$ cat src/rtl/gpio_mux_pkg.sv
// Shared types for the pin function multiplexer.
// Assumes a 2-bit code per pin: one GPIO code plus three peripheral codes.
package gpio_mux_pkg;

    localparam int FN_COUNT = 3;

    typedef enum logic [1:0] {
        FN_GPIO = 2'b00,
        FN_ALT1 = 2'b01,
        FN_ALT2 = 2'b10,
        FN_ALT3 = 2'b11
    } pin_fn_e;

    // Next value of a select register under load and flip strobes (load wins)
    function automatic logic [7:0] sel_next8(input logic [7:0] cur,
                                             input logic load,
                                             input logic flip,
                                             input logic [7:0] data);
        logic [7:0] r;
        if (load)      r = data;
        else if (flip) r = cur ^ data;
        else           r = cur;
        return r;
    endfunction

endpackage

$ cat src/rtl/gpio_mux_regs.sv
// Configuration registers of the port: two select planes, direction,
// output value and drive strength. Every register is loaded from the
// shared data bus by its own strobe. The flip strobe XORs the data into
// both select planes on one edge, and a load of the same plane wins.
// Assumes the strobes are single-cycle pulses that are valid at the clock edge.
module gpio_mux_regs #(
    parameter int NPINS = 8
) (
    input  logic             clk,
    input  logic             rst_n,
    input  logic             wr_sel0,
    input  logic             wr_sel1,
    input  logic             wr_sel_flip,
    input  logic             wr_dir,
    input  logic             wr_out,
    input  logic             wr_drv,
    input  logic [NPINS-1:0] wr_data,
    output logic [NPINS-1:0] sel0_q,
    output logic [NPINS-1:0] sel1_q,
    output logic [NPINS-1:0] dir_q,
    output logic [NPINS-1:0] out_q,
    output logic [NPINS-1:0] drv_q
);

    localparam int PLANES = 2;

    logic [NPINS-1:0] plane_q    [PLANES];
    logic             plane_load [PLANES];

    assign plane_load[0] = wr_sel0;
    assign plane_load[1] = wr_sel1;

    // One register per select plane, both sharing the flip strobe
    for (genvar g = 0; g < PLANES; g++) begin : g_plane
        always_ff @(posedge clk) begin
            if (!rst_n)
                plane_q[g] <= '0;
            else if (plane_load[g])
                plane_q[g] <= wr_data;
            else if (wr_sel_flip)
                plane_q[g] <= plane_q[g] ^ wr_data;
        end
    end

    assign sel0_q = plane_q[0];
    assign sel1_q = plane_q[1];

    // Direction register
    always_ff @(posedge clk) begin
        if (!rst_n)      dir_q <= '0;
        else if (wr_dir) dir_q <= wr_data;
    end

    // Output value register
    always_ff @(posedge clk) begin
        if (!rst_n)      out_q <= '0;
        else if (wr_out) out_q <= wr_data;
    end

    // Drive-strength register
    always_ff @(posedge clk) begin
        if (!rst_n)      drv_q <= '0;
        else if (wr_drv) drv_q <= wr_data;
    end

endmodule

$ cat src/rtl/gpio_mux_inhold.sv
// Forwarded input of one pin. While the pin is in a peripheral function,
// the pad value passes straight through. When the pin drops back to GPIO,
// the output keeps the value captured at the last edge at which the
// function was still active.
// Assumes pad_in is already synchronised to clk.
module gpio_mux_inhold (
    input  logic clk,
    input  logic rst_n,
    input  logic fn_active,
    input  logic pad_in,
    output logic per_in
);

    logic hold_q;

    // Track the pad while a function is active, freeze otherwise
    always_ff @(posedge clk) begin
        if (!rst_n)         hold_q <= 1'b0;
        else if (fn_active) hold_q <= pad_in;
    end

    // Live pad while active, frozen sample in GPIO
    always_comb begin
        per_in = fn_active ? pad_in : hold_q;
    end

endmodule

$ cat src/rtl/gpio_mux_lane.sv
// Output path of one pin. The function code picks the value and the
// enable driven to the pad. A lane marked in OWN_DIR supplies its own
// enable. Otherwise the direction bit is used. High drive is passed on
// only when HIDRV_CAP is set.
// Assumes a per_out/per_oe index of 0 for code 01, 1 for code 10 and 2 for code 11.
module gpio_mux_lane
    import gpio_mux_pkg::*;
#(
    parameter logic [FN_COUNT-1:0] OWN_DIR   = '0,
    parameter bit                  HIDRV_CAP = 1'b0
) (
    input  logic                clk,
    input  logic                rst_n,
    input  pin_fn_e             fn,
    input  logic                dir,
    input  logic                out,
    input  logic                drv,
    input  logic                pad_in,
    input  logic [FN_COUNT-1:0] lane_out,
    input  logic [FN_COUNT-1:0] lane_oe,
    output logic                pad_out,
    output logic                pad_oe,
    output logic                pad_hidrive,
    output logic                per_in
);

    logic fn_active;

    assign fn_active = (fn != FN_GPIO);

    // Pick the pad value and enable from the selected source
    always_comb begin
        unique case (fn)
            FN_ALT1: begin
                pad_out = lane_out[0];
                pad_oe  = OWN_DIR[0] ? lane_oe[0] : dir;
            end
            FN_ALT2: begin
                pad_out = lane_out[1];
                pad_oe  = OWN_DIR[1] ? lane_oe[1] : dir;
            end
            FN_ALT3: begin
                pad_out = lane_out[2];
                pad_oe  = OWN_DIR[2] ? lane_oe[2] : dir;
            end
            default: begin
                pad_out = out;
                pad_oe  = dir;
            end
        endcase
    end

    // Drive-strength request reaches only high-drive capable pads
    if (HIDRV_CAP) begin : g_hidrv
        assign pad_hidrive = drv;
    end else begin : g_regdrv
        logic drv_unused;
        assign drv_unused  = drv;
        assign pad_hidrive = 1'b0;
    end

    gpio_mux_inhold u_inhold (
        .clk       (clk),
        .rst_n     (rst_n),
        .fn_active (fn_active),
        .pad_in    (pad_in),
        .per_in    (per_in)
    );

endmodule

$ cat src/rtl/gpio_func_mux.sv
// Function multiplexer of one port. The configuration registers feed one
// lane per pin. Peripheral buses are lane-major: bit f*NPINS+p belongs to
// function code f+1 on pin p. DIR_OWN_MASK uses the same layout, and
// HIDRV_MASK has one bit per pin.
// Assumes all inputs are synchronous to clk.
module gpio_func_mux
    import gpio_mux_pkg::*;
#(
    parameter int                         NPINS        = 8,
    parameter logic [FN_COUNT*NPINS-1:0]  DIR_OWN_MASK = 24'hF0_0F_00,
    parameter logic [NPINS-1:0]           HIDRV_MASK   = 8'h30
) (
    input  logic                      clk,
    input  logic                      rst_n,
    input  logic                      wr_sel0,
    input  logic                      wr_sel1,
    input  logic                      wr_sel_flip,
    input  logic                      wr_dir,
    input  logic                      wr_out,
    input  logic                      wr_drv,
    input  logic [NPINS-1:0]          wr_data,
    input  logic [NPINS-1:0]          pad_in,
    input  logic [FN_COUNT*NPINS-1:0] per_out,
    input  logic [FN_COUNT*NPINS-1:0] per_oe,
    output logic [NPINS-1:0]          pad_out,
    output logic [NPINS-1:0]          pad_oe,
    output logic [NPINS-1:0]          pad_hidrive,
    output logic [NPINS-1:0]          per_in
);

    logic [NPINS-1:0] sel0_q;
    logic [NPINS-1:0] sel1_q;
    logic [NPINS-1:0] dir_q;
    logic [NPINS-1:0] out_q;
    logic [NPINS-1:0] drv_q;

    // Gather the direction-owner bits of one pin across all functions
    function automatic logic [FN_COUNT-1:0] own_of(input int pin);
        logic [FN_COUNT-1:0] r;
        for (int f = 0; f < FN_COUNT; f++)
            r[f] = DIR_OWN_MASK[f*NPINS + pin];
        return r;
    endfunction

    gpio_mux_regs #(.NPINS(NPINS)) u_regs (
        .clk         (clk),
        .rst_n       (rst_n),
        .wr_sel0     (wr_sel0),
        .wr_sel1     (wr_sel1),
        .wr_sel_flip (wr_sel_flip),
        .wr_dir      (wr_dir),
        .wr_out      (wr_out),
        .wr_drv      (wr_drv),
        .wr_data     (wr_data),
        .sel0_q      (sel0_q),
        .sel1_q      (sel1_q),
        .dir_q       (dir_q),
        .out_q       (out_q),
        .drv_q       (drv_q)
    );

    for (genvar p = 0; p < NPINS; p++) begin : g_pin
        logic [FN_COUNT-1:0] lane_out;
        logic [FN_COUNT-1:0] lane_oe;
        pin_fn_e             fn;

        // Regroup the lane-major peripheral buses per pin
        for (genvar f = 0; f < FN_COUNT; f++) begin : g_fn
            assign lane_out[f] = per_out[f*NPINS + p];
            assign lane_oe[f]  = per_oe[f*NPINS + p];
        end

        assign fn = pin_fn_e'({sel1_q[p], sel0_q[p]});

        gpio_mux_lane #(
            .OWN_DIR   (own_of(p)),
            .HIDRV_CAP (HIDRV_MASK[p])
        ) u_lane (
            .clk         (clk),
            .rst_n       (rst_n),
            .fn          (fn),
            .dir         (dir_q[p]),
            .out         (out_q[p]),
            .drv         (drv_q[p]),
            .pad_in      (pad_in[p]),
            .lane_out    (lane_out),
            .lane_oe     (lane_oe),
            .pad_out     (pad_out[p]),
            .pad_oe      (pad_oe[p]),
            .pad_hidrive (pad_hidrive[p]),
            .per_in      (per_in[p])
        );
    end

endmodule

$ cat config.mk
export PLATFORM = sky130hd
export DESIGN_NAME = gpio_func_mux
export DESIGN_NICKNAME = d
export VERILOG_FILES = /design/src/rtl/gpio_mux_pkg.sv /design/src/rtl/gpio_mux_regs.sv /design/src/rtl/gpio_mux_inhold.sv /design/src/rtl/gpio_mux_lane.sv /design/src/rtl/gpio_func_mux.sv
export SDC_FILE = /design/constraint.sdc
export NUM_CORES = 1
export LEC_CHECK = 0
export ABC_CLOCK_PERIOD_IN_PS = 1380
export BUFFER_PORTS_ARGS = -buffer_cell sky130_fd_sc_hd__buf_2
export CORE_AREA = 2 2 92 102
export DETAILED_ROUTE_END_ITERATION = 7
export DIE_AREA = 0 0 94 104
export MAX_ROUTING_LAYER = met4
export PLACE_DENSITY = 0.5
export REMOVE_ABC_BUFFERS = 1
export SYNTH_ARGS = -nofsm -noshare
export SYNTH_HDL_FRONTEND = slang
export SYNTH_SLANG_ARGS = --single-unit
export TNS_END_PERCENT = 10
$ cat constraint.sdc
create_clock -name clk -period 1.38 [get_ports clk]
set_input_delay 0.069 -clock clk [delete_from_list [all_inputs] [get_ports clk]]
set_output_delay 0.069 -clock clk [all_outputs]
set_load 0.005 [all_outputs]
==> impl_metrics.tcl, run 1 <==
set metrics [dict create \
    timing.final.hold_violations 0 \
    drt_iter0_markers 35 \
    postSynthCellCount 252 \
    synth.top_cell.area_share_pct 20.3 \
    post_route_minimum_period_ns 1.48 \
    final_setup_tns_ns -0.884 \
    skew_ns 0.00128 \
    nets_final 388 \
    num_rows 36 \
    port_buffers 81 \
    clockRootBuffer "clkbuf_8" \
    crit_path_start "u_regs.plane_q[1][7]" \
    timing.critical_path.from_type "register" \
    standard_cell_with_the_maximum_stage_delay_on_the_critical_path "mux4_2" \
    n_antenna_cell 0 \
    max_slew_violation_count 0 \
    grt_overflow_total 0 \
    cts_max_path_buffers 2 \
    hold_path.class "primary input to register" \
    floorplan.die.width_um 94 \
    setup_slack_ns -0.101 \
    synth_area_per_inst_um2 10.2 \
    failing_checks "setup timing" \
    largest_cells_by_area_after_synthesis "dfxtp_1 (20%), edfxtp_1 (19%), buf_4 (10%)" \
    area_delta_synth_final_pct 19.3 \
    detail_route.drc_violations 0 \
    synthFlopType "dfxtp_1" \
    ant_nets 0 \
    clk-insertion-delay-late_ns 0.29 \
    worstPathBufferInverterCount 1 \
    critical_path_peak_fanout 5 \
    timing.critical_path.arrival_ns 1.41 \
    slew_headroom_pct 44.6 \
    critical-path-top-delay-family "multiplexers" \
    timing.setup.critical_path_class "register to output pin" \
    finalCritPeriodShare_pct 107 \
    synth-seq-cells 42 \
    detailed_place_hpwl_mm 4.24 \
    synth_edf_count 16 \
    initial_core_util_pct 29.1 \
    globalplace.congestion 0.721 \
    floorplan.core_area_mm2 0.00878 \
    die_height_um 104 \
    tritoncts.num_buffers 5 \
    worst-slew-pin-transition_ns 0.830 \
    irDropWorstVdd_mv 0.334 \
    unrepaired_setup_endpoints_after_global_routing "yes" \
    sequential_cell_area_fraction_in_the_yosys_report_pct 39.1 \
    most_repeated_cell_in_the_gate_level_netlist_after_synthesis "buf_4" \
    htree_num_levels 2 \
    grt_antenna_before_repair 0 \
    grt_pass1_wl_mm 9.46 \
    synth_cell_type_count 23 \
    max-cap-violations 0 \
    run_status "finished with violations" \
    boundaryPins 104 \
    clock_sinks 42 \
    critical_path_required_ns 1.31 \
    pin_count_of_the_biggest_net_entering_global_routing 51 \
    routed-via-count 1944 \
    tritoncts "done" \
    routed_wirelength_mm 6.16 \
    synth_warnings 0 \
    power_total_mw 2.88 \
    grt_pass1_vias 1908 \
    final_layout_size_suffix_gt1_share_pct 41.3 \
    total_die_area_mm2 0.00978 \
    synth_area_leader_cell "dfxtp_1" \
    setup_viol 19 \
    post_synthesis_cell_area_mm2 0.00256 \
    post_drt_wl_per_cell_um 14.3 \
    worst_setup_hold_path_clk_slew_ns 0.08 \
    detail_route.first_pass.iterations 4 \
    regToRegStartpoint "u_regs.plane_q[0][5]" \
    hp-start "wr_data[0]" \
    grtUsageTotal_pct 12.9 \
    critical_path_cell_list "mux4_2, buf_2" \
    critical-path-max-stage-delay_ns 0.52 \
    critical_path.endpoint_type "output pin" \
    ctsHoldBuffers 0 \
    synthArstFlopShare_pct 0 \
    p_leak_nw 1.38 \
    netlist_top_cells_count "buf_4 (34), dfxtp_1 (26), nor2b_1 (20)" \
    clock.fmax_ghz 0.675 \
    via_per_inst 4.51 \
    powerDensity_mw_per_mm2 945 \
]
[logic make-up (layout without fill, tap and decap cells)]
logic type             count (synthesis)  count (layout)  share of synthesized area [%]
and+or+nand+nor                       74              74                           17.7
buffers and inverters                 61             121                           14.3
DFF                                   42              42                           39.1
muxes                                 38              38                           21.7
AOI/OAI and AO/OA                     36              36                           7.04
other                                  1               6                          0.147
[stage by stage]
| stage | std cells | hold WS (ns) | worst slack [ns] | instance area [um2] | utilization, % |
|---|---|---|---|---|---|
| after CTS | 429 | 0.0837 | -0.117 | 3020 | 34.4 |
| after floorplan | 212 | 0.191 | 0.233 | 2270 | - |
| after global placement | 414 | 0.378 | 0.0712 | 2890 | 32.8 |
| after detailed placement | 414 | 0.394 | 0.0117 | 2890 | 32.8 |
| after global routing | 431 | 0.0991 | -0.166 | 3050 | 34.7 |
| final | 431 | 0.0853 | -0.101 | 3050 | 34.7 |
[final timing paths]
| kind | end | depth (start not counted) | slack [ns] |
|---|---|---|---|
| worst min-delay path | u_regs.out_q[0] | 3 | 0.09 |
| worst max register to register | g_pin[5].u_lane.u_inhold.hold_q | 3 | 0.14 |
| worst min register to register | u_regs.dir_q[4] | 2 | 0.52 |
| worst max-delay path | pad_out[7] | 2 | -0.10 |
[worst min-delay path: cells and delay by family]
kind	cells	cell delay [ns]
buf+inv	1	0.11
simple gates	1	0.09
mux	1	0.07
[layer usage]
| layer | GRT usage [%] | vias to the layer above | wire, um | share of wire (%) |
|---|---|---|---|---|
| li1 | - | 963 | - | - |
| met1 | 16.1 | 910 | 2800 | 45 |
| met2 | 20.8 | 59 | 2990 | 49 |
| met3 | 2.46 | 12 | 242 | 3.9 |
| met4 | 4.24 | 0 | 121 | 2.0 |
| met5 | - | - | 0 | 0 |
[sequential cells by signal, indices dropped and copies added, names as in the netlist]
signal,cells
u_regs.out_q,8
u_regs.drv_q,2
u_regs.dir_q,8
g_pin.u_lane.u_inhold.hold_q,8
u_regs.plane_q,16
[cell type report]
cell class | instances | area [um2]
fillers | 950 | 5730
clock inverters | 1 | 3.75
flip-flops and latches | 42 | 1000
well taps | 114 | 143
clock buffers | 7 | 76.3
inverters | 16 | 60.1
multi-input cells | 154 | 1190
repair buffers | 97 | 576
[report_power, final]
part	leakage [nW]	switching (mW)	internal (mW)
logic	0.944	0.276	0.389
registers	0.396	0.0783	1.38
clock network	0.0399	0.404	0.353
total	1.38	0.759	2.13
[cells in the final DEF, fill, tap and decap left out, drive strengths merged]
master / Yosys / routed
buf: 41 / 97
dfxtp: 26 / 26
nor2b: 20 / 20
o21ai: 20 / 20
mux2i: 18 / 18
inv: 16 / 16
a21oi: 16 / 16
nand2: 16 / 16
nand4b: 16 / 16
edfxtp: 16 / 16
mux2: 12 / 12
mux4: 8 / 8
and2: 8 / 8
nor2: 8 / 8
clkbuf: 4 / 7
conb: 1 / 6
nand3: 4 / 4
or3b: 2 / 2
clkinv: 0 / 1
[what timing repair did]
| action | 4_1_cts | 5_1_grt |
|---|---|---|
| endpoints found under the hold margin | 0 | 0 |
| setup endpoints to repair | 20 | 24 |
| buffers inserted | 7 | 2 |
| gates resized for setup | 14 | 8 |
| pin swaps | 5 | 2 |
Power figures use the tool's default switching activity.
==> inputs of run 2 (changes only) <==
==> constraint.sdc (replaced) <==
create_clock -name clk -period 1.38 [get_ports clk]
set_input_delay 0.207 -clock clk [delete_from_list [all_inputs] [get_ports clk]]
set_output_delay 0.207 -clock clk [all_outputs]
set_load 0.005 [all_outputs]
==> impl_metrics.tcl, run 2 (synthesis gave the netlist of run 1 again) <==
set metrics [dict create \
    final_layout_size_suffix_gt1_share_pct 40.0 \
    failing_checks "setup timing" \
    drt_iter0_markers 77 \
    post_drt_wl_per_cell_um 14.4 \
    post_route_minimum_period_ns 1.62 \
    critical-path-top-delay-family "multiplexers" \
    ant_nets 0 \
    floorplan.die.width_um 94 \
    run_status "finished with violations" \
    floorplan.core_area_mm2 0.00878 \
    most_frequent_standard_cell_in_the_layout_excluding_fill_and_tap_cells "buf_2" \
    n_fill_cell 948 \
    final_setup_tns_ns -3.83 \
    dpl.cell_count 419 \
    port_buffers 81 \
    pin_count_of_the_biggest_net_entering_global_routing 45 \
    tritoncts.num_buffers 5 \
    detail_route.drc_violations 0 \
    setup_viol 24 \
    grt_pass1_vias 1961 \
    initial_core_util_pct 29.1 \
    largest_reg_flops 16 \
    die_height_um 104 \
    rrSetupSlack_ns 0.17 \
    finalCritPeriodShare_pct 117 \
    standard_cell_with_the_maximum_stage_delay_on_the_critical_path "mux4_2" \
    clk-insertion-delay-late_ns 0.29 \
    worst-slew-pin-transition_ns 0.829 \
    max_flop_register "u_regs.plane_q" \
    nets_final 386 \
    setup_slack_ns -0.238 \
    via_per_inst 4.51 \
    routed_wirelength_mm 6.20 \
    clock.fmax_ghz 0.618 \
    max-cap-violations 0 \
    worstPathBufferInverterCount 1 \
    critical_path_peak_fanout 5 \
    irDropWorstVdd_mv 0.352 \
    critical_path_required_ns 1.17 \
    critical_path.endpoint_type "output pin" \
    worst_setup_hold_path_clk_slew_ns 0.08 \
    timing.setup.critical_path_class "register to output pin" \
    stdcell_count 429 \
    critical-path-max-stage-delay_ns 0.52 \
    clock_sinks 42 \
    p_leak_nw 1.37 \
    detail_route.first_pass.iterations 4 \
    final_core_utilization_pct 34.3 \
    grt_antenna_before_repair 0 \
    tritoncts "done" \
    n_antenna_cell 0 \
    globalplace.congestion 0.732 \
    timing.critical_path.from_type "register" \
    cts_max_path_buffers 2 \
    dp_worst_setup_slack_ns -0.111 \
    htree_num_levels 2 \
    hold_path.class "primary input to register" \
    timing.critical_path.arrival_ns 1.41 \
    grt_overflow_total 0 \
    unrepaired_setup_endpoints_after_global_routing "yes" \
    boundaryPins 104 \
    critical_path_cell_list "mux4_2, buf_2" \
    skew_ns 0.00406 \
    area_delta_synth_final_pct 17.7 \
    grt_pass1_wl_mm 9.87 \
    num_rows 36 \
    total_die_area_mm2 0.00978 \
    grtUsageTotal_pct 13.5 \
    routed-via-count 1933 \
    slew_headroom_pct 44.6 \
    timing.final.hold_violations 0 \
    max_slew_violation_count 0 \
    clockRootBuffer "clkbuf_8" \
    detailed_place_hpwl_mm 4.29 \
    final_cell_mix "buf_2 (77), dfxtp_1 (26), nor2b_1 (20)" \
    powerDensity_mw_per_mm2 956 \
]
## run 2: area by class of cell
class / count / area, um2 / share of cell area [%]
inverter: 16 / 60.1 / 1.99
timing repair buffer: 95 / 536 / 17.8
clock buffer: 8 / 80.1 / 2.66
tap: 114 / 143 / 4.74
sequential: 42 / 1000 / 33.2
multi-input combinational: 154 / 1190 / 39.6
## run 2: layer usage
metal | up-vias | track usage [%] | routed length [um]
met1 | 910 | 16.9 | 2820
met3 | 4 | 2.83 | 279
met2 | 58 | 22.3 | 3050
met5 | - | - | 0
met4 | 0 | 2.80 | 53
li1 | 961 | - | -
## run 2: timing repair
action                                  in CTS  in global routing
hold buffers                                 0                  0
endpoints found under the hold margin        0                  0
resized for setup                           16                  1
endpoints found under the setup margin      24                 24
buffers inserted                             2                  0
pin swaps                                    4                  0
## run 2: path summary, 6_finish.rpt
| kind | startpoint | end | cells past startpoint |
|---|---|---|---|
| worst max-delay path | u_regs.plane_q[1][7] | pad_out[7] | 2 |
| worst min-delay path | wr_drv | u_regs.drv_q[5] | 3 |
| worst max register to register | u_regs.plane_q[1][7] | g_pin[7].u_lane.u_inhold.hold_q | 3 |
| worst min register to register | u_regs.dir_q[3] | u_regs.dir_q[3] | 2 |
## run 2: where the power goes
| group | internal (mW) | switching (mW) |
|---|---|---|
| Combinational | 0.364 | 0.271 |
| Sequential | 1.38 | 0.0768 |
| Clock | 0.360 | 0.424 |
| Total | 2.11 | 0.772 |
## run 2: through the flow
step / power (mW) / hold WS (ns) / area (um2)
2_1_floorplan: 1.78 / 0.329 / 2270
3_3_place_gp: 2.08 / 0.492 / 2910
3_5_place_dp: 2.09 / 0.499 / 2910
4_1_cts: 2.93 / 0.210 / 3010
5_1_grt: 3.07 / 0.247 / 3010
6_report: 2.88 / 0.215 / 3010
## run 2: tightest hold or removal path, cell delays in order
cell and delay, ns:
buf_2 0.11, mux2i_1 0.07, nor2b_1 0.09
